$ cat src/rtl/brk_filt_pkg.sv
package brk_filt_pkg;
  localparam int CFG_W = 4;
  localparam int CNT_W = 4;
  localparam int DIV_W = 5;
  localparam int SH_W  = 3;

  typedef struct packed {
    logic             use_dts;
    logic [SH_W-1:0]  sh;
    logic [CNT_W-1:0] n;
  } flt_mode_t;

  function automatic flt_mode_t decode_mode(logic [CFG_W-1:0] c);
    flt_mode_t m;
    m = '{use_dts: 1'b1, sh: SH_W'(0), n: CNT_W'(1)};
    case (c)
      4'd0:  m = '{1'b0, SH_W'(0), CNT_W'(1)};
      4'd1:  m = '{1'b0, SH_W'(0), CNT_W'(2)};
      4'd2:  m = '{1'b0, SH_W'(0), CNT_W'(4)};
      4'd3:  m = '{1'b0, SH_W'(0), CNT_W'(8)};
      4'd4:  m = '{1'b1, SH_W'(1), CNT_W'(6)};
      4'd5:  m = '{1'b1, SH_W'(1), CNT_W'(8)};
      4'd6:  m = '{1'b1, SH_W'(2), CNT_W'(6)};
      4'd7:  m = '{1'b1, SH_W'(2), CNT_W'(8)};
      4'd8:  m = '{1'b1, SH_W'(3), CNT_W'(6)};
      4'd9:  m = '{1'b1, SH_W'(3), CNT_W'(8)};
      4'd10: m = '{1'b1, SH_W'(4), CNT_W'(5)};
      4'd11: m = '{1'b1, SH_W'(4), CNT_W'(6)};
      4'd12: m = '{1'b1, SH_W'(4), CNT_W'(8)};
      4'd13: m = '{1'b1, SH_W'(5), CNT_W'(5)};
      4'd14: m = '{1'b1, SH_W'(5), CNT_W'(6)};
      default: m = '{1'b1, SH_W'(5), CNT_W'(8)};
    endcase
    return m;
  endfunction
endpackage

$ cat src/rtl/brk_sync.sv
module brk_sync #(
  parameter int STAGES = 2
) (
  input  logic clk_i,
  input  logic rst_ni,
  input  logic d_i,
  output logic q_o
);
  logic [STAGES-1:0] ff_q;

  always_ff @(posedge clk_i or negedge rst_ni) begin
    if (!rst_ni) ff_q <= '0;
    else         ff_q <= {ff_q[STAGES-2:0], d_i};
  end

  assign q_o = ff_q[STAGES-1];
endmodule

$ cat src/rtl/brk_stb_gen.sv
module brk_stb_gen
  import brk_filt_pkg::*;
(
  input  logic            clk_i,
  input  logic            rst_ni,
  input  logic            clr_i,
  input  logic            use_dts_i,
  input  logic [SH_W-1:0] sh_i,
  input  logic            dts_en_i,
  output logic            stb_o
);
  logic [DIV_W-1:0] div_q;
  logic [DIV_W:0]   span;
  logic [DIV_W-1:0] lim;
  logic             wrap;

  always_comb begin
    span = (DIV_W+1)'(1) << sh_i;
    lim  = DIV_W'(span - 1'b1);
    wrap = dts_en_i && (div_q == lim);
  end

  always_ff @(posedge clk_i or negedge rst_ni) begin
    if (!rst_ni)                 div_q <= '0;
    else if (clr_i || !use_dts_i) div_q <= '0;
    else if (wrap)               div_q <= '0;
    else if (dts_en_i)           div_q <= div_q + 1'b1;
  end

  assign stb_o = use_dts_i ? wrap : 1'b1;
endmodule

$ cat src/rtl/brk_match.sv
module brk_match
  import brk_filt_pkg::*;
(
  input  logic             clk_i,
  input  logic             rst_ni,
  input  logic             clr_i,
  input  logic             track_i,
  input  logic             stb_i,
  input  logic             smp_i,
  input  logic [CNT_W-1:0] n_i,
  output logic             lvl_o,
  output logic [CNT_W-1:0] cnt_o
);
  logic             lvl_q;
  logic [CNT_W-1:0] cnt_q;

  always_ff @(posedge clk_i or negedge rst_ni) begin
    if (!rst_ni) begin
      lvl_q <= 1'b0;
      cnt_q <= '0;
    end else if (track_i) begin
      lvl_q <= smp_i;   // follow input while bypassed
      cnt_q <= '0;
    end else if (clr_i) begin
      cnt_q <= '0;
    end else if (stb_i) begin
      if (smp_i == lvl_q) begin
        cnt_q <= '0;
      end else if (cnt_q == n_i - 1'b1) begin
        lvl_q <= smp_i;
        cnt_q <= '0;
      end else begin
        cnt_q <= cnt_q + 1'b1;
      end
    end
  end

  assign lvl_o = lvl_q;
  assign cnt_o = cnt_q;
endmodule

$ cat src/rtl/brk_filt.sv
module brk_filt
  import brk_filt_pkg::*;
(
  input  logic             clk_i,
  input  logic             rst_ni,
  input  logic             brk_i,
  input  logic [CFG_W-1:0] cfg_i,
  input  logic             dts_en_i,
  output logic             brk_o
);
  logic [CFG_W-1:0] cfg_q;
  logic             cfg_chg;
  logic             bypass;
  flt_mode_t        mode;
  logic             brk_s;
  logic             smp_stb;
  logic             flt_lvl;
  logic [CNT_W-1:0] match_cnt;

  always_ff @(posedge clk_i or negedge rst_ni) begin
    if (!rst_ni) cfg_q <= '0;
    else         cfg_q <= cfg_i;
  end

  assign cfg_chg = (cfg_i != cfg_q);
  assign bypass  = (cfg_i == '0);
  assign mode    = decode_mode(cfg_i);

  brk_sync #(.STAGES(2)) i_sync (
    .clk_i  (clk_i),
    .rst_ni (rst_ni),
    .d_i    (brk_i),
    .q_o    (brk_s)
  );

  brk_stb_gen i_stb (
    .clk_i     (clk_i),
    .rst_ni    (rst_ni),
    .clr_i     (cfg_chg),
    .use_dts_i (mode.use_dts),
    .sh_i      (mode.sh),
    .dts_en_i  (dts_en_i),
    .stb_o     (smp_stb)
  );

  brk_match i_match (
    .clk_i   (clk_i),
    .rst_ni  (rst_ni),
    .clr_i   (cfg_chg),
    .track_i (bypass),
    .stb_i   (smp_stb),
    .smp_i   (brk_s),
    .n_i     (mode.n),
    .lvl_o   (flt_lvl),
    .cnt_o   (match_cnt)
  );

  assign brk_o = bypass ? brk_i : flt_lvl;
endmodule

$ cat config.mk
export PLATFORM = sky130hd
export DESIGN_NAME = brk_filt
export DESIGN_NICKNAME = d
export VERILOG_FILES = /design/src/rtl/brk_filt_pkg.sv /design/src/rtl/brk_sync.sv /design/src/rtl/brk_stb_gen.sv /design/src/rtl/brk_match.sv /design/src/rtl/brk_filt.sv
export SDC_FILE = /design/constraint.sdc
export NUM_CORES = 1
export LEC_CHECK = 0
export BUFFER_PORTS_ARGS = -buffer_cell sky130_fd_sc_hd__buf_4
export CORE_ASPECT_RATIO = 0.6
export CORE_MARGIN = 2
export CORE_UTILIZATION = 55
export CTS_CLUSTER_DIAMETER = 50
export DETAILED_ROUTE_END_ITERATION = 7
export PLACE_DENSITY = 0.83
export SYNTH_ARGS = -nofsm -noshare
export SYNTH_HDL_FRONTEND = slang
export SYNTH_SLANG_ARGS = --single-unit
$ cat constraint.sdc
create_clock -name clk_i -period 3.74 [get_ports clk_i]
set_input_delay 0.561 -clock clk_i [delete_from_list [all_inputs] [get_ports clk_i]]
set_output_delay 0.561 -clock clk_i [all_outputs]
set_load 0.02 [all_outputs]
==> flow_summary.toml <==
[run_status]
status = "finished, final reports clean"

[sta]
slew_headroom = 0.397
rsz0062_at_grt = "no"
finalHoldViolCount = 0
fin_crit_sh = 0.823
setup_viol_count_final = 0
fin_worst_skew_ps = 0.942
hold_slack_ps = 106
drv_slew = 0
setup-tns-final_ps = 0
worst_pin_slew_ps = 901
fmax_mhz = 325
final.min_clock_period_ps = 3080

[route]
post-route-drc-count = 0
postRouteAntennaNets = 0
wirelength_mm = 2.35
wl_per_cell_um = 15.1
dr.pass1.iters = 4
vias = 913
vias_per_cell = 5.85
drtIter0Drc = 29

[grt]
grt_pass1_vias = 802
grt_pass1_wl_mm = 3.69
grt_max_degree = 18
grt_antenna_before_repair = 0
grt_use_total = 0.196
grt_overflow_total = 0

[synth]
ys.flop_type = "dfrtp_1"
synth_area_leaders = "dfrtp_1 33%, ha_1 10%, xnor2_1 8.7%, mux4_2 5.6%, xor2_1 3.6%"
ys_seq_area_frac = 0.332
netlist_instances = 119
syn_area_per_cell_um2 = 10.1
synth_common_cells = "16 x dfrtp_1, 12 x xnor2_1, 11 x inv_1"
synth_top_area_cell = "dfrtp_1"
async_reset_ff_frac = 1.00
ys_seq_elements = 16
synth_edf_count = 0
synth_most_common_cell = "dfrtp_1"
synth.top_cell.area_share = 0.332
yosys_warnings = 0
synth_area_um2 = 1210
synthDistinctLibCells = 41
syn_nets = 137

[critical_path]
required_ps = 3930
crit_chain = "buf_4, inv_1, or3_1, ha_1, or4b_1, nand3_1, a211oi_1, a31oi_1, o21ai_0, a22o_1"
arrival_ps = 3270
path_max_fanout = 15
crit_type = "in2reg"
slowest_delay_ps = 700
crit_family = "compound AO/OA/AOI/OAI gates"
timing.reg2reg.setup_slack_ps = 1320
critPathSlowestCell = "a31oi_1"
cp-end-kind = "register"
cp_num_buf_inv = 2
critical_path.startpoint_type = "primary input"

[cts]
htree_levels = 1
tritoncts = "yes"
cts_resized = 0
clk_pin_slew_ps = 100
cts_buffer_depth = 2
root_buffer = "clkbuf_4"
holdBufCountCts = 0
clk_latency_ps = 290
cts-buffers-inserted = 3
cts_sinks = 16
post-cts-setup-buffers = 0

[floorplanning]
initial_core_util = 0.570
die_w_um = 64.5
rows = 13
io_pins = 9
die_h_um = 40.3
die_area_um2 = 2600
core_area_um2 = 2110

[cells_and_area]
multi_input_area_um2 = 728
drive_above_1_share = 0.159
fillers = 185
final_nets = 145
area_growth_pct = 8.09
regArea_um2 = 400
diodes = 0

[placed_design]
routabilityCongestion = 0.893
port_buffers = 8
dp_hpwl_mm = 1.79

[flow_run]
max_cap_viol_count = 0

[power_and_ir_drop]
irDropWorstVdd_mv = 0.195
p_leak_nw = 0.592
pwr_density_cell_nw_per_um2 = 302

[worst_hold_path]
hp-class = "in2async"
-- path summary, 6_finish.rpt --
check | start | endpoint | cells past startpoint
min in group clk_i | i_sync.ff_q[0] | i_sync.ff_q[1] | 0
min reg2reg | i_sync.ff_q[0] | i_sync.ff_q[1] | 0
max in group asynchronous | rst_ni | i_stb.div_q[0] | 1
max reg2reg | i_stb.div_q[4] | i_match.cnt_o[3] | 6
min | rst_ni | i_match.cnt_o[3] | 1
max | cfg_i[2] | i_match.cnt_o[3] | 10
-- through the flow --
stage	std cells	utilization	instance area [um2]	total power [mW]	setup WS, ps
after global routing	156	0.617	1300	0.414	544
after floorplan	119	-	1210	0.254	857
after global placement	152	0.599	1270	0.276	551
after CTS	156	0.617	1300	0.397	726
after detailed placement	152	0.599	1270	0.279	413
final	156	0.617	1300	0.394	664
-- area by class of cell --
type                            instances  area share
Timing Repair Buffer                    8      0.0461
Inverter                               11      0.0317
Clock buffer                            4      0.0278
Sequential cell                        16       0.307
Tap cell                               30      0.0288
Multi-Input combinational cell         87       0.559
-- cell families after synthesis --
logic type,count (synthesis),share of synthesized area
DFF,16,0.332
buffers and inverters,16,0.0643
muxes,6,0.0861
xor gates and xnor gates,17,0.123
AOI/OAI and AO/OA,21,0.132
adders and majority gates,10,0.104
and+or+nand+nor,33,0.159
-- layer usage --
layer / vias to the layer above / share of wire / GRT usage / wire length, um
met1: 442 / 0.47 / 0.259 / 1110
met3: 2 / 0.046 / 0.0590 / 108
li1: 445 / - / - / -
met4: 0 / 0.00043 / 0.0319 / 1
met5: - / 0 / 0 / 0
met2: 24 / 0.48 / 0.333 / 1130
-- layout by cell type (no fill, tap or decap), types with 4 or more instances in the layout --
master,n
buf_4,8
nand3_1,6
ha_1,10
nor3_1,4
xor2_1,5
dfrtp_1,16
xnor2_1,12
inv_1,11
o21ai_0,5
-- power by group --
group	total, mW	switching (mW)	internal, mW	leakage, nW
registers	0.184	0.00490	0.179	0.207
logic	0.0917	0.0481	0.0436	0.364
clock network	0.118	0.0587	0.0593	0.0210
-- registers in the layout, indices dropped and copies added (netlist names) --
register,flops
cfg_q,4
i_stb.div_q,5
i_match.cnt_o,4
i_match.lvl_o,1
i_sync.ff_q,2
(Power assumes the default switching activity.)
